==> config.mk <==
export PLATFORM = sky130hd
export DESIGN_NAME = tri_interval_timer
export DESIGN_NICKNAME = d
export VERILOG_FILES = /design/src/rtl/tmr_pkg.sv /design/src/rtl/tmr_prescaler.sv /design/src/rtl/tmr_channel.sv /design/src/rtl/tmr_regs.sv /design/src/rtl/tri_interval_timer.sv
export SDC_FILE = /design/constraint.sdc
export NUM_CORES = 1
export LEC_CHECK = 0
export BUFFER_PORTS_ARGS = -buffer_cell sky130_fd_sc_hd__buf_2
export CAP_MARGIN = 20
export CELL_PAD_IN_SITES_DETAIL_PLACEMENT = 1
export CELL_PAD_IN_SITES_GLOBAL_PLACEMENT = 1
export CORE_MARGIN = 1
export CORE_UTILIZATION = 49
export DETAILED_ROUTE_END_ITERATION = 7
export PLACE_DENSITY_LB_ADDON = 0.1
export SLEW_MARGIN = 20
export SYNTH_ARGS = -nofsm -noshare
export SYNTH_HDL_FRONTEND = slang
export SYNTH_HIERARCHICAL = 1
export SYNTH_SLANG_ARGS = --single-unit
export TNS_END_PERCENT = 1
==> constraint.sdc <==
create_clock -name clk -period 4 [get_ports clk]
set_input_delay 0 -clock clk [delete_from_list [all_inputs] [get_ports clk]]
set_output_delay 0 -clock clk [all_outputs]
set_load 0.1 [all_outputs]
==> src/rtl/tmr_pkg.sv <==
package tmr_pkg;
    localparam int NTMR = 3;
    localparam int GATE_LSB = 12;

    typedef enum logic [1:0] {
        M_TERM  = 2'd0,
        M_RATE  = 2'd1,
        M_SWSTB = 2'd2,
        M_HWSTB = 2'd3
    } tmode_e;

    typedef enum logic [1:0] {
        T_IDLE,
        T_RUN,
        T_ARMED,
        T_DONE
    } tstate_e;
endpackage

==> src/rtl/tmr_prescaler.sv <==
module tmr_prescaler #(
    parameter int PRE = 10
) (
    input  logic clk,
    input  logic rst_n,
    input  logic osc_tick,
    input  logic clear,
    output logic tick
);
    localparam int PW = (PRE > 1) ? $clog2(PRE) : 1;

    logic [PW-1:0] pre_q;

    assign tick = osc_tick && (pre_q == PW'(PRE - 1));

    always_ff @(posedge clk) begin
        if (!rst_n)        pre_q <= '0;
        else if (clear)    pre_q <= '0;
        else if (tick)     pre_q <= '0;
        else if (osc_tick) pre_q <= pre_q + 1'b1;
    end


    pre_range_chk: assert property (@(posedge clk) disable iff (!rst_n)
        int'(pre_q) < PRE);
endmodule

==> src/rtl/tmr_channel.sv <==
module tmr_channel
    import tmr_pkg::*;
#(
    parameter int CW  = 16,
    parameter int PRE = 10
) (
    input  logic          clk,
    input  logic          rst_n,
    input  logic          osc_tick,
    input  logic          gate,
    input  tmode_e        mode,
    input  logic          load,
    input  logic [CW-1:0] load_val,
    input  logic          hw_trig,
    output logic [CW-1:0] count,
    output logic          tc
);
    tstate_e st_q, st_d;
    logic          tick;
    logic          fire;
    logic          trig_start;
    logic          pre_clr;
    logic [CW-1:0] reload_q;
    logic [CW-1:0] clamped;

    assign clamped    = (load_val < CW'(2)) ? CW'(2) : load_val;
    assign trig_start = (st_q == T_ARMED) && gate && hw_trig;
    assign fire       = (st_q == T_RUN) && gate && tick && (count == CW'(1));
    assign pre_clr    = load || trig_start;

    tmr_prescaler #(.PRE(PRE)) i_pre (
        .clk      (clk),
        .rst_n    (rst_n),
        .osc_tick (osc_tick),
        .clear    (pre_clr),
        .tick     (tick)
    );

    always_comb begin
        st_d = st_q;
        if (load) begin
            st_d = (mode == M_HWSTB) ? T_ARMED : T_RUN;
        end else begin
            unique case (st_q)
                T_IDLE:  st_d = T_IDLE;
                T_RUN: begin
                    if (fire) begin
                        unique case (mode)
                            M_RATE:  st_d = T_RUN;
                            M_HWSTB: st_d = T_ARMED;
                            M_TERM:  st_d = T_DONE;
                            M_SWSTB: st_d = T_IDLE;
                        endcase
                    end
                end
                T_ARMED: if (trig_start) st_d = T_RUN;
                T_DONE:  st_d = T_DONE;
            endcase
        end
    end

    always_ff @(posedge clk) begin
        if (!rst_n) st_q <= T_IDLE;
        else        st_q <= st_d;
    end

    always_ff @(posedge clk) begin
        if (!rst_n) begin
            count    <= '0;
            reload_q <= '0;
            tc       <= 1'b0;
        end else begin
            tc <= fire;
            if (load) begin
                reload_q <= clamped;
                count    <= clamped;
            end else if (fire) begin
                count <= (mode == M_TERM) ? '0 : reload_q;
            end else if ((st_q == T_RUN) && gate && tick) begin
                count <= count - 1'b1;
            end
        end
    end


    tc_single_cycle_chk: assert property (@(posedge clk) disable iff (!rst_n)
        tc |=> !tc);

    gate_freeze_chk: assert property (@(posedge clk) disable iff (!rst_n)
        (!gate && !load) |=> $stable(count));

    run_nonzero_chk: assert property (@(posedge clk) disable iff (!rst_n)
        (st_q == T_RUN) |-> (count != '0));
endmodule

==> src/rtl/tmr_regs.sv <==
module tmr_regs
    import tmr_pkg::*;
#(
    parameter int PW = 16,
    parameter int WW = 24
) (
    input  logic              clk,
    input  logic              rst_n,
    input  logic              sel_wr_en,
    input  logic [7:0]        sel_wdata,
    input  logic              mode_wr_en,
    input  logic [7:0]        mode_wdata,
    input  logic              ctrl_wr_en,
    input  logic [15:0]       ctrl_wdata,
    input  logic              port_wr_en,
    input  logic [PW-1:0]     port_wdata,
    output logic [7:0]        sel_q,
    output logic [2*NTMR-1:0] mode_q,
    output logic [NTMR-1:0]   gate_q,
    output logic [NTMR-1:0]   load,
    output logic [WW-1:0]     load_val
);
    localparam int HI_W = WW - PW;

    logic [PW-1:0] stage_q;
    logic [3:0]    code;
    logic          unused_bits;

    assign code        = sel_q[3:0];
    assign unused_bits = ^{mode_wdata[7:2*NTMR], ctrl_wdata[GATE_LSB-1:0],
                           ctrl_wdata[15:GATE_LSB+NTMR]};

    always_comb begin
        load     = '0;
        load_val = WW'(port_wdata);
        if (port_wr_en) begin
            case (code)
                4'd0: load[0] = 1'b1;
                4'd1: load[1] = 1'b1;
                4'd3: begin
                    load[2]  = 1'b1;
                    load_val = {port_wdata[HI_W-1:0], stage_q};
                end
                default: load = '0;
            endcase
        end
    end

    always_ff @(posedge clk) begin
        if (!rst_n) begin
            sel_q   <= '0;
            mode_q  <= '0;
            gate_q  <= '0;
            stage_q <= '0;
        end else begin
            if (sel_wr_en)  sel_q  <= sel_wdata;
            if (mode_wr_en) mode_q <= mode_wdata[2*NTMR-1:0];
            if (ctrl_wr_en) gate_q <= ctrl_wdata[GATE_LSB +: NTMR];
            if (port_wr_en && (code == 4'd2)) stage_q <= port_wdata;
        end
    end


    staged_load_chk: assert property (@(posedge clk) disable iff (!rst_n)
        (port_wr_en && (code == 4'd2)) |-> (load == '0));
endmodule

==> src/rtl/tri_interval_timer.sv <==
module tri_interval_timer
    import tmr_pkg::*;
#(
    parameter int PRE0 = 10,
    parameter int PRE1 = 1000,
    parameter int PRE2 = 1000,
    parameter int PW   = 16,
    parameter int WW   = 24
) (
    input  logic        clk,
    input  logic        rst_n,
    input  logic        osc_tick,
    input  logic        sel_wr_en,
    input  logic        sel_rd_en,
    input  logic [7:0]  sel_wdata,
    output logic [7:0]  sel_rdata,
    input  logic        mode_wr_en,
    input  logic [7:0]  mode_wdata,
    input  logic        ctrl_wr_en,
    input  logic [15:0] ctrl_wdata,
    input  logic        port_wr_en,
    input  logic [15:0] port_wdata,
    output logic [15:0] port_rdata,
    input  logic [2:0]  hw_trig,
    output logic [2:0]  tc_pulse,
    output logic        t2_irq,
    output logic [3:0]  dout
);
    localparam int HI_W = WW - PW;

    logic [7:0]        sel_q;
    logic [2*NTMR-1:0] mode_q;
    logic [NTMR-1:0]   gate_q;
    logic [NTMR-1:0]   load;
    logic [WW-1:0]     load_val;
    logic [PW-1:0]     cnt_lo [NTMR];
    logic [HI_W-1:0]   cnt_hi;
    logic              irq_q;

    tmr_regs #(.PW(PW), .WW(WW)) i_regs (
        .clk        (clk),
        .rst_n      (rst_n),
        .sel_wr_en  (sel_wr_en),
        .sel_wdata  (sel_wdata),
        .mode_wr_en (mode_wr_en),
        .mode_wdata (mode_wdata),
        .ctrl_wr_en (ctrl_wr_en),
        .ctrl_wdata (ctrl_wdata),
        .port_wr_en (port_wr_en),
        .port_wdata (port_wdata),
        .sel_q      (sel_q),
        .mode_q     (mode_q),
        .gate_q     (gate_q),
        .load       (load),
        .load_val   (load_val)
    );

    for (genvar i = 0; i < NTMR; i++) begin : g_tmr
        localparam int PRE = (i == 0) ? PRE0 : ((i == 1) ? PRE1 : PRE2);
        if (i == NTMR - 1) begin : g_wide
            logic [WW-1:0] c;
            tmr_channel #(.CW(WW), .PRE(PRE)) i_ch (
                .clk      (clk),
                .rst_n    (rst_n),
                .osc_tick (osc_tick),
                .gate     (gate_q[i]),
                .mode     (tmode_e'(mode_q[2*i +: 2])),
                .load     (load[i]),
                .load_val (load_val),
                .hw_trig  (hw_trig[i]),
                .count    (c),
                .tc       (tc_pulse[i])
            );
            assign cnt_lo[i] = c[PW-1:0];
            assign cnt_hi    = c[WW-1:PW];
        end else begin : g_narrow
            logic [PW-1:0] c;
            tmr_channel #(.CW(PW), .PRE(PRE)) i_ch (
                .clk      (clk),
                .rst_n    (rst_n),
                .osc_tick (osc_tick),
                .gate     (gate_q[i]),
                .mode     (tmode_e'(mode_q[2*i +: 2])),
                .load     (load[i]),
                .load_val (load_val[PW-1:0]),
                .hw_trig  (hw_trig[i]),
                .count    (c),
                .tc       (tc_pulse[i])
            );
            assign cnt_lo[i] = c;
        end
    end

    always_comb begin
        case (sel_q[3:0])
            4'd0:    port_rdata = cnt_lo[0];
            4'd1:    port_rdata = cnt_lo[1];
            4'd2:    port_rdata = cnt_lo[2];
            4'd3:    port_rdata = PW'(cnt_hi);
            default: port_rdata = '0;
        endcase
    end

    always_ff @(posedge clk) begin
        if (!rst_n)           irq_q <= 1'b0;
        else if (tc_pulse[2]) irq_q <= 1'b1;
        else if (sel_rd_en)   irq_q <= 1'b0;
    end

    assign t2_irq    = irq_q;
    assign sel_rdata = sel_q;
    assign dout      = sel_q[7:4];


    irq_source_chk: assert property (@(posedge clk) disable iff (!rst_n)
        (t2_irq && !$past(t2_irq)) |-> $past(tc_pulse[2]));
endmodule

After elaboration in Yosys (flattened, before gate mapping)
Cells that the tools add are included.
- output and inout port bits: 32
- bits in registers: 179
- mux-type cells: 41
- $add $sub $neg: 6
- eq/ne operators: 33
- $lt $le $gt $ge: 2
- reductions and logical operators: 39
- bitwise operators: 1
- operator list (cell ; count):
    24-bit 2-to-1 mux ; 7
    16-bit 2-to-1 mux ; 9
    16-bit one-hot mux with 4 select lines ; 1
    2-bit one-hot mux with 4 select lines ; 6
    16-bit by 1-bit == test with 1-bit output, second input constant ; 2
    16-bit by 1-bit subtractor with 16-bit output, second input constant ; 2
    2-bit == test, second input constant ; 12
    24-bit by 1-bit == test with 1-bit output, second input constant ; 1
    24-bit by 2-bit less-than comparator with 1-bit output, second input constant ; 1
    2-bit 2-to-1 mux ; 12
    24-bit by 1-bit subtractor with 24-bit output, second input constant ; 1
    10-bit by 1-bit adder with 10-bit output, second input constant ; 2
    10-bit == test, second input constant ; 2
    1-bit logical AND ; 19
    3-bit by 2-bit inequality test with 1-bit output, second input constant ; 6
    16-bit by 2-bit less-than comparator with 1-bit output, second input constant ; 1
    2-bit by 1-bit == test with 1-bit output, second input constant ; 6
    2-bit zero test ; 6
    3-bit nonzero test ; 3
    3-bit OR reduction ; 3
    4-bit by 2-bit == test with 1-bit output, second input constant ; 2
    2-bit AND reduction ; 3
    1-bit 2-to-1 mux ; 5
    4-bit by 1-bit adder with 4-bit output, second input constant ; 1
    7 further kinds ; 9

Longest topological paths before layout
- depth in word-level cells: 7
- mapped depth: 12

Cells and area by module
Netlist, hierarchy kept.
- by module, submodules not included (module ; area each (um^2) ; cells an instance ; times used):
    tmr_channel at g_tmr[0].g_narrow.i_ch ... ; 2179.6 ; 266 ; 2
    tmr_channel at g_tmr[2].g_wide.i_ch ; 2951.6 ; 375 ; 1
    tmr_regs ; 1621.6 ; 155 ; 1
    tmr_prescaler at g_tmr[1].g_narrow.i_ch.i_pre ... ; 485.5 ; 57 ; 2
    tri_interval_timer ; 575.6 ; 75 ; 1
    tmr_prescaler at g_tmr[0].g_narrow.i_ch.i_pre ; 197.7 ; 19 ; 1

Worst setup path after synthesis
No wires, ideal clock.
- path kind: register to output
- start: reg i_regs.sel_q[1]
- end: out port_rdata[12]
- slack: 0.078 ns
- data arrival time: 3.922 ns
- cell stages (with the launch flop): 5
- cell sequence: dfxtp_1 -> buf_4 -> buf_4 -> a211oi_1 -> a211oi_1
- cells in the longest elaborated chain, start to end: 2
- elaborated cells on any way between the ends: 5
- classes of those cells: 3 x eq/ne; 1 x mux; 1 x reduce/logical
- RTL lines (item ; RTL line ; source):
    from (decl) ; tmr_regs.sv:17 ; output logic [7:0] sel_q,
    from (signal assigned) ; tmr_regs.sv:56 ; if (sel_wr_en) sel_q <= sel_wdata;
    4-bit by 2-bit == test with 1-bit output, or another cell as far along ; tri_interval_timer.sv:95 ; case (sel_q[3:0])
    16-bit one-hot mux with 4 select lines (*) ; tri_interval_timer.sv:95 ;
    to (decl) ; tri_interval_timer.sv:23 ; output logic [15:0] port_rdata,
Every way passes the cells marked *; elsewhere a longest branch is shown, timed or not.

Worst setup path in the final report
- start: reg g_tmr[2].g_wide.i_ch.i_pre.pre_q[0]
- end: reg g_tmr[2].g_wide.i_ch.count[20]
- cells in the longest elaborated chain, start to end: 6
- elaborated cells on any way between the ends: 7
- classes of those cells: 1 x eq/ne; 2 x mux; 4 x reduce/logical
- RTL lines (item ; RTL line ; source):
    from (decl) ; tmr_prescaler.sv:12 ; logic [PW-1:0] pre_q;
    from (signal assigned) ; tmr_prescaler.sv:20 ; else if (osc_tick) pre_q <= pre_q + 1'b1;
    10-bit == test (*) ; tmr_prescaler.sv:14 ; assign tick = osc_tick && (pre_q == PW'(PRE - 1));
    1-bit logical AND (*) ; tmr_prescaler.sv:14 ;
    net g_tmr[2].g_wide.i_ch.tick ; tmr_channel.sv:19 ; logic tick;
    1-bit logical AND (*) ; tmr_channel.sv:28, tmr_channel.sv:79 ;
    1-bit logical AND ; tmr_channel.sv:28 ; assign fire = (st_q == T_RUN) && gate && tick && (count == CW'(1));
    24-bit 2-to-1 mux ; tmr_channel.sv:77 ; end else if (fire) begin
    24-bit 2-to-1 mux ; tmr_channel.sv:74 ; if (load) begin
    to (signal assigned) ; tmr_channel.sv:76 ; count <= clamped;
    to (signal assigned) ; tmr_channel.sv:78 ; count <= (mode == M_TERM) ? '0 : reload_q;
    to (signal assigned) ; tmr_channel.sv:80 ; count <= count - 1'b1;
    to (decl) ; tmr_channel.sv:15 ; output logic [CW-1:0] count,
The timed path passes the listed nets; every way through them passes the cells marked *.
A chain may end at the register's enable or synchronous reset.

==> impl_results.md <==
* Synth area leader: dfxtp_1
* Clock buffer depth at 2
* Required time of the critical path at 4.38 ns
* Crit end category: register
* WHS at 0.0152 ns
* Die Width at 150 um
* Antenna diode count at 0
* Wire per inst at 23.1 um
* Final setup vio count at 0
* P&R area growth vs syn at 12.9%
* Postcts setup bufs at 0
* Placed cells at 1561
* Insertion delay to the later sink of the worst-skew pair at 0.44 ns
* Gate Count Post-Synth at 1270
* Pwr Density at 386 nW/um2
* Crit-path max FO at 10
* CTS sink cnt at 179
* Post-synth EDFFs at 0
* Synth Area per Inst at 8.41 um2
* Routability cong. at 0.939
* Core Rows at 53
* Fin crit period at 3.18 ns
* Register area share after synthesis at 33.6%
* Distinct cells, synth at 89
* Most common cell after layout, fill and taps aside: dfxtp_1
* Core Footprint at 21200 um2
* Status: complete, no violations
* Mapped Nets at 1348
* Vias in the first global route at 10400
* First-pass GRT wire length at 58300 um
* CTS Buf Count at 17
* Initial antenna violation count at 1
* Die area at 22400 um2
* Yosys top cell area share at 33.6%
* Crit path max-delay cell type: or4_1
* Slew Limit Headroom at 30.1%
* Critical path type: register to register
* Clock Skew at 0.0135 ns
* Io pins at 91
* Fill cells at 2564
* Max Cap Viol at 0
* Synthesized area at 10700 um2
* Placement Setup Slack at 0.770 ns
* Iter 0 DRT Violations at 714
* Residual DRC count at 0
* Period utilization at 79.4%
* Post-Route WL at 37700 um
* Leakage power at 4.54 nW
* DIE HEIGHT at 150 um
* CTS tree: built
* Post-CTS sizing at 0
* FF+latch area at 3580 um2
* VDD IR max at 276 uV
* Max H-tree Level at 4
* Post-synth ARST share at 0%
* Buf/Inv on CP at 0
* DRT antenna net count at 0
* CP max stage delay at 0.57 ns
* HPWL Detailed at 25900 um
* Startpoint Class: register
* Yosys synthesis warning count at 6
* Synth Register Bits at 179
* Share of cells above drive strength 1 at 14.7%
* Achievable frequency at 0.315 GHz
* GRT Total Usage at 34.0%
* Post-layout util at 56.8%
* Hold Fails Final Rpt at 0
* Crit path cell chain: ha_1 > and3_1 > nand2_1 > nor2_1 > and4b_1 > nand4_1 > or4_1 > a221o_1 > nand3_1
* DRT Pass-1 Iters at 7
* GRT overflow at 0
* Clk slew on worst S/H paths at 0.07 ns
* Root buffer cell: clkbuf_16
* Largest net degree at the start of global routing at 73
* Setup TNS at 0 ns
* WP data arrival at 3.55 ns
* Final #Nets at 1420
* Max-slew violations at 0
* Final setup margin at 0.825 ns
* Area contributors post-synth: dfxtp_1 (34%), mux2i_1 (7.4%), nand2_1 (5.4%)
* Post-synth top flop: dfxtp_1
* Area of the multi-input gates at 6510 um2
* Family with the most delay on the worst path: simple AND/OR/NAND/NOR gates
* Post-route insts no fill at 1629
* Hold Path Class: input port to register
* Avg Vias per Cell at 6.46
* Least-Margin Pin Slew at 1.05 ns
* Most frequent cells in the layout: dfxtp_1 (178), nand2_1 (154), nor2_1 (96)
* Buffers on Ports at 75
* Vias at 10500
* RSZ-0062 raised after global routing: no
* Initial Util at 50.3%
logic make-up (layout without fill, tap and decap cells):
kind of cell             Yosys count  count (layout)  synth area share, %
AND/OR/NAND/NOR                  536             536                 27.7
multiplexers                      95              95                 9.45
AO/OA/AOI/OAI                    300             300                 19.1
adder cells (fa/ha/maj)           19              19                 2.23
buffers and inverters            112             196                 5.57
XOR/XNOR                          29              29                 2.38
flip-flops                       179             179                 33.6
worst paths after layout:
path	start	end	slack, ns	cells after the start
worst max-delay path	g_tmr[2].g_wide.i_ch/i_pre/pre_q[0]	g_tmr[2].g_wide.i_ch/count[20]	0.82	9
worst max register to register	g_tmr[2].g_wide.i_ch/i_pre/pre_q[0]	g_tmr[2].g_wide.i_ch/count[20]	0.82	9
worst min-delay path	mode_wr_en	i_regs/mode_q[1]	0.02	3
worst min register to register	g_tmr[2].g_wide.i_ch/reload_q[0]	g_tmr[2].g_wide.i_ch/reload_q[0]	0.46	2
final cells by class:
| class | count | share of cell area [%] |
|---|---|---|
| tap | 275 | 2.86 |
| sequential | 179 | 29.8 |
| multi-input combinational | 979 | 54.0 |
| clock inverter | 13 | 1.15 |
| timing repair buffer | 132 | 7.56 |
| clock buffer | 18 | 3.64 |
| inverter | 33 | 1.03 |
where the power goes:
part | switching [mW] | internal (mW)
Sequential | 0.105 | 1.85
Clock | 0.807 | 0.899
Combinational | 0.667 | 0.324
Total | 1.58 | 3.07
flip-flops by register name (all words and copies together), names as in the netlist, 3 cells and up:
name	flops
i_regs/stage_q	16
g_tmr.g_narrow.i_ch/i_pre/pre_q	14
g_tmr.g_wide.i_ch/count	24
i_regs/mode_q	6
g_tmr.g_wide.i_ch/reload_q	24
g_tmr.g_wide.i_ch/i_pre/pre_q	10
g_tmr.g_narrow.i_ch/count	32
g_tmr.g_narrow.i_ch/st_q	4
i_regs/sel_q	8
i_regs/gate_q	3
g_tmr.g_narrow.i_ch/reload_q	32
tightest hold or removal path: stages:
cell and delay (ns):
buf_2 0.18, mux2i_1 0.17, nor2b_1 0.06
routing by layer:
metal,wire length [um],GRT usage [%],up-vias
li1,-,-,4838
met1,16400,44.7,5213
met2,17700,54.7,394
met3,2570,5.82,77
met4,1060,14.1,2
met5,13,0,-
timing repair:
| action | CTS | global route |
|---|---|---|
| hold endpoints to repair | 34 | 0 |
| setup endpoints to repair | 0 | 0 |
| hold buffers | 37 | 0 |
synth_stat cells, types with 7 or more instances:
| cell | n |
|---|---|
| or3_1 | 20 |
| or4_1 | 9 |
| a22oi_1 | 7 |
| a21oi_1 | 59 |
| nor3b_1 | 8 |
| o211ai_1 | 10 |
| xnor2_1 | 10 |
| nand4_1 | 20 |
| nor2_1 | 96 |
| o21a_1 | 17 |
| dfxtp_1 | 179 |
| nand2b_1 | 12 |
| a211oi_1 | 24 |
| or2_2 | 7 |
| nand2_1 | 154 |
| mux2_4 | 10 |
| o31ai_1 | 15 |
| and3_1 | 8 |
| buf_4 | 14 |
| nand4b_1 | 7 |
| a31oi_1 | 38 |
| nor3_1 | 21 |
| nor2b_1 | 33 |
| buf_6 | 10 |
| a41oi_1 | 9 |
| o21ai_0 | 50 |
| nor4_1 | 28 |
| a221oi_1 | 7 |
| inv_1 | 31 |
| xor2_1 | 19 |
| o22ai_1 | 11 |
| mux2i_1 | 79 |
| nand3_1 | 50 |
| ha_1 | 19 |
| and2_1 | 11 |
| clkbuf_1 | 41 |
per-stage QoR:
step           total power [mW]  cell area (um2)
6_report                   4.65            12000
3_3_place_gp               2.90            11100
2_1_floorplan              2.67            10700
5_1_grt                    4.82            12000
3_5_place_dp               2.92            11100
4_1_cts                    4.65            12000
Power figures use the tool's default switching activity.
